--- src/rtl/pmp_chk_pkg.sv ---
package pmp_chk_pkg;

  localparam int CFG_W   = 5;
  localparam int CFG_ACT = 4;
  localparam int CFG_LCK = 3;
  localparam int PERM_W  = 3;
  localparam logic [1:0] MODE_MACHINE = 2'b11;

  localparam logic [2:0] P_NONE = 3'b000;
  localparam logic [2:0] P_R    = 3'b100;
  localparam logic [2:0] P_RW   = 3'b110;
  localparam logic [2:0] P_X    = 3'b001;
  localparam logic [2:0] P_RX   = 3'b101;
  localparam logic [2:0] P_RWX  = 3'b111;

  typedef struct packed {
    logic       ok;
    logic [2:0] perm;
  } verdict_t;

  // lockdown table, machine column
  function automatic logic [2:0] lock_tbl_machine(input logic [3:0] k);
    case (k)
      4'd2, 4'd3, 4'd14:  return P_RW;
      4'd9, 4'd10:        return P_X;
      4'd11, 4'd13:       return P_RX;
      4'd12, 4'd15:       return P_R;
      default:            return P_NONE;
    endcase
  endfunction

  // lockdown table, lower-mode column
  function automatic logic [2:0] lock_tbl_lower(input logic [3:0] k);
    case (k)
      4'd1, 4'd10, 4'd11: return P_X;
      4'd2, 4'd4, 4'd15:  return P_R;
      4'd3, 4'd6:         return P_RW;
      4'd5:               return P_RX;
      4'd7:               return P_RWX;
      default:            return P_NONE;
    endcase
  endfunction

  function automatic logic [2:0] classic_perm(input logic [3:0] lrwx, input logic is_m);
    if (is_m && !lrwx[3]) return P_RWX;
    return lrwx[2:0];
  endfunction

  function automatic verdict_t fallback_verdict(input logic mml, input logic mmwp,
                                                input logic is_m, input logic want_x);
    verdict_t v;
    if (mmwp) begin
      v = '{ok: 1'b0, perm: P_NONE};
    end else if (mml) begin
      if (is_m && !want_x) v = '{ok: 1'b1, perm: P_RW};
      else                 v = '{ok: 1'b0, perm: P_NONE};
    end else if (is_m) begin
      v = '{ok: 1'b1, perm: P_RWX};
    end else begin
      v = '{ok: 1'b0, perm: P_NONE};
    end
    return v;
  endfunction

  function automatic logic perm_covers(input logic [2:0] want, input logic [2:0] have);
    return (want & ~have) == 3'b000;
  endfunction

endpackage

--- src/rtl/pmp_range_probe.sv ---
module pmp_range_probe #(
  parameter int AW = 32
) (
  input  logic [AW-1:0] lo_i,
  input  logic [AW-1:0] hi_i,
  input  logic          active_i,
  input  logic [AW-1:0] first_i,
  input  logic [AW-1:0] last_i,
  output logic          first_in_o,
  output logic          last_in_o
);
  assign first_in_o = active_i && (first_i >= lo_i) && (first_i <= hi_i);
  assign last_in_o  = active_i && (last_i  >= lo_i) && (last_i  <= hi_i);
endmodule

--- src/rtl/pmp_prio_pick.sv ---
module pmp_prio_pick #(
  parameter int N  = 8,
  localparam int IW = (N > 1) ? $clog2(N) : 1
) (
  input  logic          clk_i,
  input  logic          rst_ni,
  input  logic [N-1:0]  touch_i,
  output logic [N-1:0]  sel_onehot_o,
  output logic [IW-1:0] sel_idx_o,
  output logic          hit_o
);
  always_comb begin
    logic found;
    found        = 1'b0;
    sel_onehot_o = '0;
    sel_idx_o    = '0;
    for (int i = 0; i < N; i++) begin
      if (touch_i[i] && !found) begin
        found           = 1'b1;
        sel_onehot_o[i] = 1'b1;
        sel_idx_o       = IW'(i);
      end
    end
    hit_o = found;
  end


  sel_single_chk: assert property (@(posedge clk_i) disable iff (!rst_ni)
    $onehot0(sel_onehot_o) && (hit_o == (touch_i != '0)));
endmodule

--- src/rtl/pmp_perm_eval.sv ---
module pmp_perm_eval
  import pmp_chk_pkg::*;
(
  input  logic       hit_i,
  input  logic       partial_i,
  input  logic [3:0] lrwx_i,
  input  logic       mml_i,
  input  logic       mmwp_i,
  input  logic [1:0] mode_i,
  input  logic [2:0] want_i,
  output logic [2:0] perm_o,
  output logic       grant_o
);
  logic     is_m;
  verdict_t dflt;
  logic [2:0] rule_perm;

  assign is_m = (mode_i == MODE_MACHINE);
  assign dflt = fallback_verdict(mml_i, mmwp_i, is_m, want_i[0]);

  always_comb begin
    if (!mml_i)    rule_perm = classic_perm(lrwx_i, is_m);
    else if (is_m) rule_perm = lock_tbl_machine(lrwx_i);
    else           rule_perm = lock_tbl_lower(lrwx_i);
  end

  always_comb begin
    if (!hit_i) begin
      perm_o  = dflt.perm;
      grant_o = dflt.ok;
    end else if (partial_i) begin
      perm_o  = P_NONE;
      grant_o = 1'b0;
    end else begin
      perm_o  = rule_perm;
      grant_o = perm_covers(want_i, rule_perm);
    end
  end
endmodule

--- src/rtl/pmp_access_check.sv ---
module pmp_access_check
  import pmp_chk_pkg::*;
#(
  parameter int N          = 8,
  parameter int AW         = 32,
  parameter int SW         = 4,
  parameter int WORD_BYTES = 4
) (
  input  logic              clk_i,
  input  logic              rst_ni,
  input  logic              req_valid_i,
  input  logic [AW-1:0]     req_addr_i,
  input  logic [SW-1:0]     req_size_i,
  input  logic [2:0]        req_perm_i,
  input  logic [1:0]        req_mode_i,
  input  logic              mml_i,
  input  logic              mmwp_i,
  input  logic [N*AW-1:0]   ent_lo_i,
  input  logic [N*AW-1:0]   ent_hi_i,
  input  logic [N*CFG_W-1:0] ent_cfg_i,
  output logic              rsp_valid_o,
  output logic              rsp_grant_o,
  output logic [2:0]        rsp_perm_o
);
  localparam int IW = (N > 1) ? $clog2(N) : 1;

  logic [AW-1:0]    span_len;
  logic [AW-1:0]    last_byte;
  logic [N-1:0]     first_in, last_in, touch, sel_onehot;
  logic [CFG_W-1:0] cfg_arr [N];
  logic [IW-1:0]    sel_idx;
  logic             any_hit;
  logic             straddle;
  logic [3:0]       sel_lrwx;
  logic [2:0]       comb_perm;
  logic             comb_grant;

  // zero size means one word
  assign span_len  = (req_size_i == '0) ? AW'(WORD_BYTES) : AW'(req_size_i);
  assign last_byte = req_addr_i + span_len - AW'(1);

  for (genvar g = 0; g < N; g++) begin : g_ent
    assign cfg_arr[g] = ent_cfg_i[g*CFG_W +: CFG_W];
    pmp_range_probe #(.AW(AW)) u_probe (
      .lo_i       (ent_lo_i[g*AW +: AW]),
      .hi_i       (ent_hi_i[g*AW +: AW]),
      .active_i   (cfg_arr[g][CFG_ACT]),
      .first_i    (req_addr_i),
      .last_i     (last_byte),
      .first_in_o (first_in[g]),
      .last_in_o  (last_in[g])
    );
    assign touch[g] = first_in[g] | last_in[g];
  end

  pmp_prio_pick #(.N(N)) u_pick (
    .clk_i        (clk_i),
    .rst_ni       (rst_ni),
    .touch_i      (touch),
    .sel_onehot_o (sel_onehot),
    .sel_idx_o    (sel_idx),
    .hit_o        (any_hit)
  );

  assign straddle = any_hit && (first_in[sel_idx] ^ last_in[sel_idx]);
  assign sel_lrwx = cfg_arr[sel_idx][3:0];

  pmp_perm_eval u_eval (
    .hit_i     (any_hit),
    .partial_i (straddle),
    .lrwx_i    (sel_lrwx),
    .mml_i     (mml_i),
    .mmwp_i    (mmwp_i),
    .mode_i    (req_mode_i),
    .want_i    (req_perm_i),
    .perm_o    (comb_perm),
    .grant_o   (comb_grant)
  );

  always_ff @(posedge clk_i) begin
    if (!rst_ni) begin
      rsp_valid_o <= 1'b0;
      rsp_grant_o <= 1'b0;
      rsp_perm_o  <= '0;
    end else begin
      rsp_valid_o <= req_valid_i;
      if (req_valid_i) begin
        rsp_grant_o <= comb_grant;
        rsp_perm_o  <= comb_perm;
      end
    end
  end


  resp_timing_chk: assert property (@(posedge clk_i) disable iff (!rst_ni)
    req_valid_i |=> rsp_valid_o);

  resp_quiet_chk: assert property (@(posedge clk_i) disable iff (!rst_ni)
    !req_valid_i |=> !rsp_valid_o);

  grant_subset_chk: assert property (@(posedge clk_i) disable iff (!rst_ni)
    req_valid_i ##1 rsp_grant_o |-> (($past(req_perm_i) & ~rsp_perm_o) == 3'b000));

  straddle_deny_chk: assert property (@(posedge clk_i) disable iff (!rst_ni)
    (req_valid_i && straddle) |=> (!rsp_grant_o && rsp_perm_o == 3'b000));

  strict_default_chk: assert property (@(posedge clk_i) disable iff (!rst_ni)
    (req_valid_i && !any_hit && mmwp_i) |=> (!rsp_grant_o && rsp_perm_o == 3'b000));
endmodule

--- config.mk ---
export PLATFORM = sky130hd
export DESIGN_NAME = pmp_access_check
export DESIGN_NICKNAME = d
export VERILOG_FILES = /design/src/rtl/pmp_chk_pkg.sv /design/src/rtl/pmp_range_probe.sv /design/src/rtl/pmp_prio_pick.sv /design/src/rtl/pmp_perm_eval.sv /design/src/rtl/pmp_access_check.sv
export SDC_FILE = /design/constraint.sdc
export NUM_CORES = 1
export LEC_CHECK = 0
export BUFFER_PORTS_ARGS = -buffer_cell sky130_fd_sc_hd__buf_2
export CORE_ASPECT_RATIO = 1.1
export CORE_UTILIZATION = 40
export CTS_CLUSTER_SIZE = 40
export DETAILED_ROUTE_END_ITERATION = 10
export MAX_ROUTING_LAYER = met4
export PLACE_DENSITY = 0.69
export SYNTH_ARGS = -nofsm -noshare
export SYNTH_HDL_FRONTEND = slang
export SYNTH_SLANG_ARGS = --single-unit
--- constraint.sdc ---
create_clock -name clk_i -period 27.3 [get_ports clk_i]
set_clock_uncertainty 0.05 [all_clocks]
set_input_delay 5.46 -clock clk_i [delete_from_list [all_inputs] [get_ports clk_i]]
set_output_delay 5.46 -clock clk_i [all_outputs]
set_load 0.01 [all_outputs]
==> results of run 1 <==
[power by group]
part / internal, mW / switching [mW] / total [mW]
logic: 0.363 / 0.571 / 0.934
clock network: 0.0194 / 0.00510 / 0.0245
registers: 0.00784 / 0.000229 / 0.00807
[sequential cells by signal (all words and copies together), names as in the netlist]
signal and count:
rsp_grant_o 1, rsp_perm_o 3, rsp_valid_o 1
[area by class of cell]
class                           count  area share [%]
Timing Repair Buffer              648            10.9
Inverter                          590            7.17
Clock buffer                        4           0.255
Tap cell                          841            3.41
Multi-Input combinational cell   2831            78.0
Antenna cell                        1         0.00811
Sequential cell                     5           0.324
[critical path: cells and delay by family]
family          cells  cell delay [ns]
compound gates     20             5.75
xor+xnor            1             0.25
fa+ha+maj           3             0.92
buf+inv             5             1.12
simple gates        7             1.67
[logic make-up (layout without fill, tap and decap cells)]
family / count (synthesis) / in the layout / synth area share (%)
AO/OA/AOI/OAI: 970 / 970 / 24.1
multiplexers: 1 / 1 / 0.0383
other: 0 / 1 / 0
flip-flops: 5 / 5 / 0.383
buffers and inverters: 590 / 1242 / 8.46
XOR/XNOR: 27 / 27 / 0.904
adder cells (fa/ha/maj): 1059 / 1059 / 50.7
AND/OR/NAND/NOR: 774 / 774 / 15.4
[cells in the mapped netlist, types with 8 or more instances]
library cell  count  area (um2)
ha_1           1058       13200
inv_1           590        2210
a21oi_1         335        1680
nand2_1         206         773
o21ai_0         174         871
nand4_1         160        1000
a21o_1          133         998
nor2_1          117         439
nand3_1          71         355
a211oi_1         44         330
nor3_1           42         210
nor2b_1          35         219
o21a_1           31         233
a221oi_1         29         254
o211ai_1         29         218
nand2b_1         28         175
a31oi_1          26         163
xnor2_1          23         201
nor4_1           22         138
and4_1           21         184
and3_1           17         106
a2111oi_0        14         123
o2111ai_1        14         123
a211o_1          13         114
or2_2            12        75.1
and2_1           11        68.8
o31ai_1          11        82.6
o211a_1           9        90.1
a222oi_1          8        80.1
or4_1             8        60.1
[worst paths after layout]
check,end,slack (ns)
worst max-delay path,rsp_grant_o,12.14
worst min-delay path,rsp_perm_o[0],0.50
worst max register to register,rsp_grant_o,26.31
worst min register to register,rsp_perm_o[0],0.50
[through the flow]
| stage | std cells | power, mW |
|---|---|---|
| 2_1_floorplan | 3426 | 0.582 |
| 3_3_place_gp | 4915 | 0.902 |
| 3_5_place_dp | 4915 | 0.915 |
| 4_1_cts | 4919 | 0.945 |
| 5_1_grt | 4920 | 1.07 |
| 6_report | 4920 | 0.966 |
[layer usage]
| metal | global-route usage (%) | wire length (um) |
|---|---|---|
| met4 | 14.3 | 5960 |
| met1 | 45.5 | 51100 |
| met3 | 3.10 | 8540 |
| met2 | 53.8 | 50400 |
| met5 | - | 0 |
==> results.md, run 1 <==
- Outcome: complete, no violations
- Startpoint Class: input pin
- Area of the multi-input gates: 24100 um2
- Setup tns final: 0 ns
- Reg-to-Reg Start: rsp_grant_o
- Pwr/cell area: ~31 nW/um2
- Worst EP required: around 27 ns
- Post-CTS setup buffers: 0
- Category of the most critical setup path: in -> reg
- Vias per cell: 5.92
- Die span in y: between 200 and 300 um
- Initial antenna violation count: 3
- Overall routing resource usage: between 30% and 40%
- Final setup vio count: 0
- WL per Instance: around 24 um
- RSZ-0062 raised after global routing: no
- Register area share after synthesis: less than 1%
- Worst Setup End Kind: flop
- CTS tree: built
- # Max-Cap Violations: 0
- Pre-antenna DRT Iters: 6
- Hold_buf cts: 0
- Fin crit share: a little under three fifths
- Leak Pwr: between 15 and 20 nW
- Crit path time final: 15.16 ns
- Starting Density: 40.8%
- Largest net degree at the start of global routing: 19
- HP Class: reg -> reg
- Top_reg_cell synth: dfxtp_1
- Gpl congestion: roughly 1.0
- Synth cell types: 83
- Syn_area_per_cell: between 7 and 8 um2
- Vias in the first global route: between 20000 and 30000
- P&R area growth vs syn: 18.0%
- I/O Pins: about 600
- Setup WS pre-CTS: between 10 and 15 ns
- Critical Path Start: req_addr_i[2]
- Register area: 100 um2
- Fin util: between 40% and 50%
- Fin area: about 31000 um2
- Area of the core: 64200 um2
- Clock sinks: 5
- Chip width: ~250 um
- Crit-path max FO: 17
- DRC Markers: 0
- Vias: 29100
- # fillers: approximately 6600
- Slew HR: approximately 7.9%
- Fmax achieved: 0.0660 GHz
- Max-slew violations: 0
- Slew @ Worst Pin: approximately 1.4 ns
- Post-Syn Area: 26200 um2
- CP max stage cell: a2111oi_4
- Commonest non-fill, non-tap cell in the layout: ha_1
- Commonest non-fill, non-tap cells in the layout: ha_1 (1058), buf_2 (602), inv_1 (590)
- Nets@finish: between 5000 and 6000
- Hold Path Depth: 2
- Hpwl dp: 97900 um
- Slowest stage delay, CP: about 0.67 ns
- First-pass GRT wire length: between 150000 and 200000 um
- Worst Slack Setup Final: between 10 and 15 ns
- Post-synthesis register bit count: 5
- Fin Hold WS: around 0.5 ns
- Synth Instances: between 3000 and 4000
- CTS max path bufs: 2
- Detailed Route WL: around 120000 um
- Clock slew at reported path FFs: approximately 0.03 ns
- Crit path top cell by count: a21oi_1
- Share of cells above drive strength 1: between 10% and 20%
- Final hold vios: 0
- Peak VDD IR: 17.3 uV
- Min-delay src: rsp_perm_o[0]
- Std cell rows: 97
- H-tree depth: 1
- CTS root buf: clkbuf_16
- Post-synth ARST share: 0%
- EDFF count, synth: 0
- PortBufs: ~600
- Num CTS Buffers: 3
- Grt ovf: 0
- Yosys warnings: 0
- Signal arrival time at the worst endpoint: between 15 and 20 ns
- Die footprint: between 60000 and 70000 um2
- Cts repair resizes: 0
- Placed Area: 30800 um2
- 1st-iter DRT viols: about 2300
- Syn nets: ~5000
- Clk_lat worst skew: 0.23 ns
- DRT antenna net count: 0
- Worst Reg2Reg Path Length in Cells: 3
Note: power is estimated with default switching activity, not from simulation.
==> run 2: changes to the inputs <==
- PLACE_DENSITY: 0.69 -> 0.72
- clock period: 27.3 -> 12.3 ns (I/O delays scaled with it)
==> results.md, run 2 (same netlist as run 1, synthesis figures left out) <==
- Worst Reg2Reg Path Length in Cells: 3
- Final setup vio count: 0
- Fin util: roughly half
- Pre-antenna DRT Iters: 8
- HP Class: reg -> reg
- Std cell rows: 97
- WL per Instance: 23.3 um
- Area of the core: roughly 64000 um2
- Vias: around 29000
- Power share of the clock group: under 10%
- Commonest non-fill, non-tap cells in the layout: ha_1 (1058), buf_2 (602), inv_1 (590)
- DRC Markers: 0
- CP delay by family, top: compound AO/OA/AOI/OAI gates
- Biggest regs: rsp_perm_o x3, rsp_grant_o x1, rsp_valid_o x1
- Vias per cell: about 5.9
- Routing usage on met2: between 50% and 60%
- RSZ-0062 raised after global routing: no
- Met1 GRT Util: between 40 and 50%
- Combinational fraction of design power: 96.5%
- 1st-iter DRT viols: between 2000 and 2500
- Signal arrival time at the worst endpoint: ~12 ns
- CTS tree: built
- GRT busiest layer: met2
- Slew @ Worst Pin: 1.29 ns
- Overall routing resource usage: roughly a third
- Vias in the first global route: ~27000
- First-pass GRT wire length: about 170000 um
- Max-slew violations: 0
- Psw: around 1.3 mW
- PortBufs: between 600 and 700
- Category of the most critical setup path: in -> reg
- Pwr/cell area: about 69 nW/um2
- Crit path top cell by count: a21oi_1
- Chip width: around 250 um
- Sw Ratio: 59.4%
- Num CTS Buffers: 3
- Crit path time final: about 12 ns
- Number of flip-flops in the largest register: 3
- Setup tns final: 0 ns
- Final hold vios: 0
- CTS root buf: clkbuf_16
- CTS max path bufs: 2
- Post-CTS setup buffers: 0
- Leak Pwr: roughly 18 nW
- Commonest non-fill, non-tap cell in the layout: ha_1
- Hpwl dp: ~98000 um
- I/O Pins: 603
- Slowest stage delay, CP: about 0.64 ns
- Outcome: complete, no violations
- Startpoint Class: input pin
- Biggest register: rsp_perm_o
- Gpl congestion: ~1.0
- Fmax achieved: ~0.086 GHz
- Fin crit share: 95.1%
- Crit-path max FO: 16
- Slew HR: between 10% and 20%
- Share of cells above drive strength 1: about 18%
- Detailed Route WL: about 110000 um
- Peak VDD IR: 62.0 uV
- Worst Setup End Kind: flop
- Worst path depth: 36
- Clk_lat worst skew: about 0.23 ns
- Largest net degree at the start of global routing: 19
- Die span in y: 270 um
- Nets@finish: between 5000 and 6000
- Hold_buf cts: 0
- Cts repair resizes: 0
- Hold Path Depth: 2
- DRT antenna net count: 0
- Starting Density: 40.8%
- Crit path buffers/inverters: 4
- M3 GR Usage: under 10%
- Seq pwr share: less than 1%
- Initial antenna violation count: 9
- Clock sinks: 5
- P&R area growth vs syn: 18.2%
- Internal power: 868 uW
- Power, Total: 2.14 mW
- CP max stage cell: a2111oi_4
- Grt ovf: 0
- Die footprint: approximately 66000 um2
- # Max-Cap Violations: 0
- Clock slew at reported path FFs: around 0.04 ns
- Worst EP required: between 10 and 15 ns
- H-tree depth: 1
-- run 2: final cells by class --
| type | instances | area, um2 |
|---|---|---|
| clock buffers | 4 | 78.8 |
| multi-input cells | 2831 | 24100 |
| flip-flops and latches | 5 | 100 |
| repair buffers | 650 | 3370 |
| inverters | 590 | 2210 |
| diodes | 8 | 20.0 |
| fillers | 6507 | 33300 |
| well taps | 841 | 1050 |
-- run 2: power groups by stage --
stage	clock network, mW	registers (mW)	logic [mW]
5_1_grt	0.0566	0.0182	2.30
3_5_place_dp	0	0.0182	2.00
2_1_floorplan	0	0.0186	1.27
6_report	0.0560	0.0182	2.06
3_3_place_gp	0	0.0182	1.96
4_1_cts	0.0559	0.0181	2.02
-- run 2: worst reg2reg max path, stage by stage, from the launching register on --
cell and delay (ns):
dfxtp_1 0.38, o21a_1 0.16, o311ai_1 0.11, o32ai_1 0.26
-- run 2: stage by stage --
stage	setup WS, ns	cells	hold slack, ns	instance area (um2)
after floorplan	2.47	3426	0.490	26200
after global routing	0.0252	4929	0.507	30900
after global placement	0.557	4917	0.482	30800
after CTS	0.502	4921	0.495	30900
after detailed placement	0.334	4917	0.471	30800
final	0.605	4929	0.515	30900
-- run 2: worst paths after layout --
check / from / to / slack (ns)
setup / recovery: req_size_i[0] / rsp_grant_o / 0.61
hold reg to reg: rsp_perm_o[0] / rsp_perm_o[0] / 0.52
hold / removal: rsp_perm_o[0] / rsp_perm_o[0] / 0.52
setup reg to reg: rsp_grant_o / rsp_grant_o / 11.24
-- run 2: per-layer routing --
layer,up-vias,part of all wire (%)
met4,0,4.4
met5,-,0
li1,14200,-
met2,1258,44
met3,271,7.2
met1,13400,45
==> run 3: changes to the inputs <==
- CORE_ASPECT_RATIO: 1.1 -> 1.25
- CORE_MARGIN: default -> 2
==> results.md, run 3 (same netlist as run 1, synthesis figures left out) <==
- Die span in y: between 200 and 300 um
- CTS tree: built
- Cts repair resizes: 0
- Clock slew at reported path FFs: 0.03 ns
- Die footprint: just under 70000 um2
- Fin util: about half
- Gpl congestion: 1.01
- Commonest non-fill, non-tap cells in the layout: ha_1 (1058), buf_2 (602), inv_1 (590)
- Outcome: complete, no violations
- Final hold vios: 0
- PortBufs: roughly 600
- Crit path time final: about 12 ns
- Clock sinks: 5
- Starting Density: between 40 and 50%
- Vias: between 20000 and 30000
- Category of the most critical setup path: in -> reg
- Post-CTS setup buffers: 0
- WL per Instance: ~24 um
- Max-slew violations: 0
- Seq pwr share: less than 1%
- Share of cells above drive strength 1: 17.9%
- Biggest regs: rsp_perm_o x3, rsp_grant_o x1, rsp_valid_o x1
- Hold_buf cts: 0
- Startpoint Class: input pin
- Commonest non-fill, non-tap cell in the layout: ha_1
- Nets@finish: between 5000 and 6000
- First-pass GRT wire length: 172000 um
- Num CTS Buffers: 3
- Biggest register: rsp_perm_o
- Crit path buffers/inverters: 5
- Setup tns final: 0 ns
- Psw: 1.27 mW
- Count of non-filler cells in the finished layout: ~5000
- DRT antenna net count: 0
- Slew HR: 15.2%
- Sw Ratio: slightly below 60%
- Vias per cell: roughly 5.9
- RSZ-0062 raised after global routing: no
- P&R area growth vs syn: 18.5%
- HP Class: reg -> reg
- CTS root buf: clkbuf_16
- H-tree depth: 1
- Worst EP required: 12.35 ns
- Chip width: ~230 um
- CP delay by family, top: compound AO/OA/AOI/OAI gates
- Power share of the clock group: ~2.5%
- Power, Total: 2.14 mW
- Grt ovf: 0
- Fin crit share: 93.8%
- Slowest stage delay, CP: 0.64 ns
- Pwr/cell area: 69.0 nW/um2
- Overall routing resource usage: 34.6%
- Hpwl dp: between 90000 and 100000 um
- 1st-iter DRT viols: between 2000 and 2500
- # fillers: about 6600
- Fmax achieved: a little under 0.09 GHz
- Peak VDD IR: roughly 40 uV
- Internal power: about 870 uW
- Signal arrival time at the worst endpoint: 11.58 ns
- Number of flip-flops in the largest register: 3
- Pre-antenna DRT Iters: 6
- Reg-to-Reg Start: rsp_grant_o
- Crit-path max FO: 16
- Clk_lat worst skew: roughly 0.23 ns
- Vias in the first global route: 28500
- Area of the core: 64500 um2
- I/O Pins: about 600
- Final setup vio count: 0
- CP max stage cell: o41ai_1
- Combinational fraction of design power: between 90% and 100%
- Placed cells: between 4000 and 5000
- Initial antenna violation count: 9
- # Max-Cap Violations: 0
- Leak Pwr: 18.0 nW
- Critical Path Start: req_size_i[3]
- DRC Markers: 0
- Slew @ Worst Pin: between 1 and 1.5 ns
- Fin Hold WS: approximately 0.54 ns
- Crit path top cell by count: a21oi_1
- Largest net degree at the start of global routing: 19
- Detailed Route WL: ~120000 um
- CTS max path bufs: 2
- Std cell rows: roughly 100
- Worst Setup End Kind: flop
- Min-delay src: rsp_perm_o[0]
run 3: worst paths after layout:
check / end / slack [ns] / cells past startpoint
max reg2reg: rsp_grant_o / 11.34 / 3
min reg2reg: rsp_perm_o[0] / 0.54 / 2
max: rsp_grant_o / 0.76 / 36
min: rsp_perm_o[0] / 0.54 / 2
run 3: area by class of cell:
type                    instances  area (um2)  area share (%)
well taps                     848        1060            3.42
clock buffers                   4        78.8           0.254
flip-flops and latches          5         100           0.323
multi-input cells            2831       24100            77.6
diodes                         11        27.5          0.0888
repair buffers                662        3460            11.2
inverters                     590        2210            7.14
run 3: tightest hold or removal path: cells and delay by family (launching register included):
kind            cells  cell delay, ns
flops               1            0.34
compound gates      2            0.20
run 3: metal layers:
layer | GRT usage [%] | part of all wire [%] | wire, um | up-vias
met4 | 17.6 | 6.2 | 7260 | 0
met5 | - | 0 | 0 | -
met3 | 5.00 | 7.5 | 8770 | 359
met1 | 42.0 | 42 | 48900 | 13500
met2 | 55.3 | 45 | 52100 | 1361
li1 | - | - | - | 14200
run 3: power by group through the flow:
stage | clock network, mW | registers [mW] | logic [mW]
finish | 0.0543 | 0.0184 | 2.07
global route | 0.0559 | 0.0184 | 2.30
CTS | 0.0544 | 0.0183 | 2.02
detailed placement | 0 | 0.0185 | 2.01
global placement | 0 | 0.0184 | 1.97
floorplan | 0 | 0.0186 | 1.27
run 3: per-stage QoR:
stage	setup WS (ns)	cell area (um2)
4_1_cts	0.906	31000
6_report	0.764	31000
2_1_floorplan	2.47	26200
3_3_place_gp	0.701	30900
3_5_place_dp	0.724	30900
5_1_grt	0.193	31000
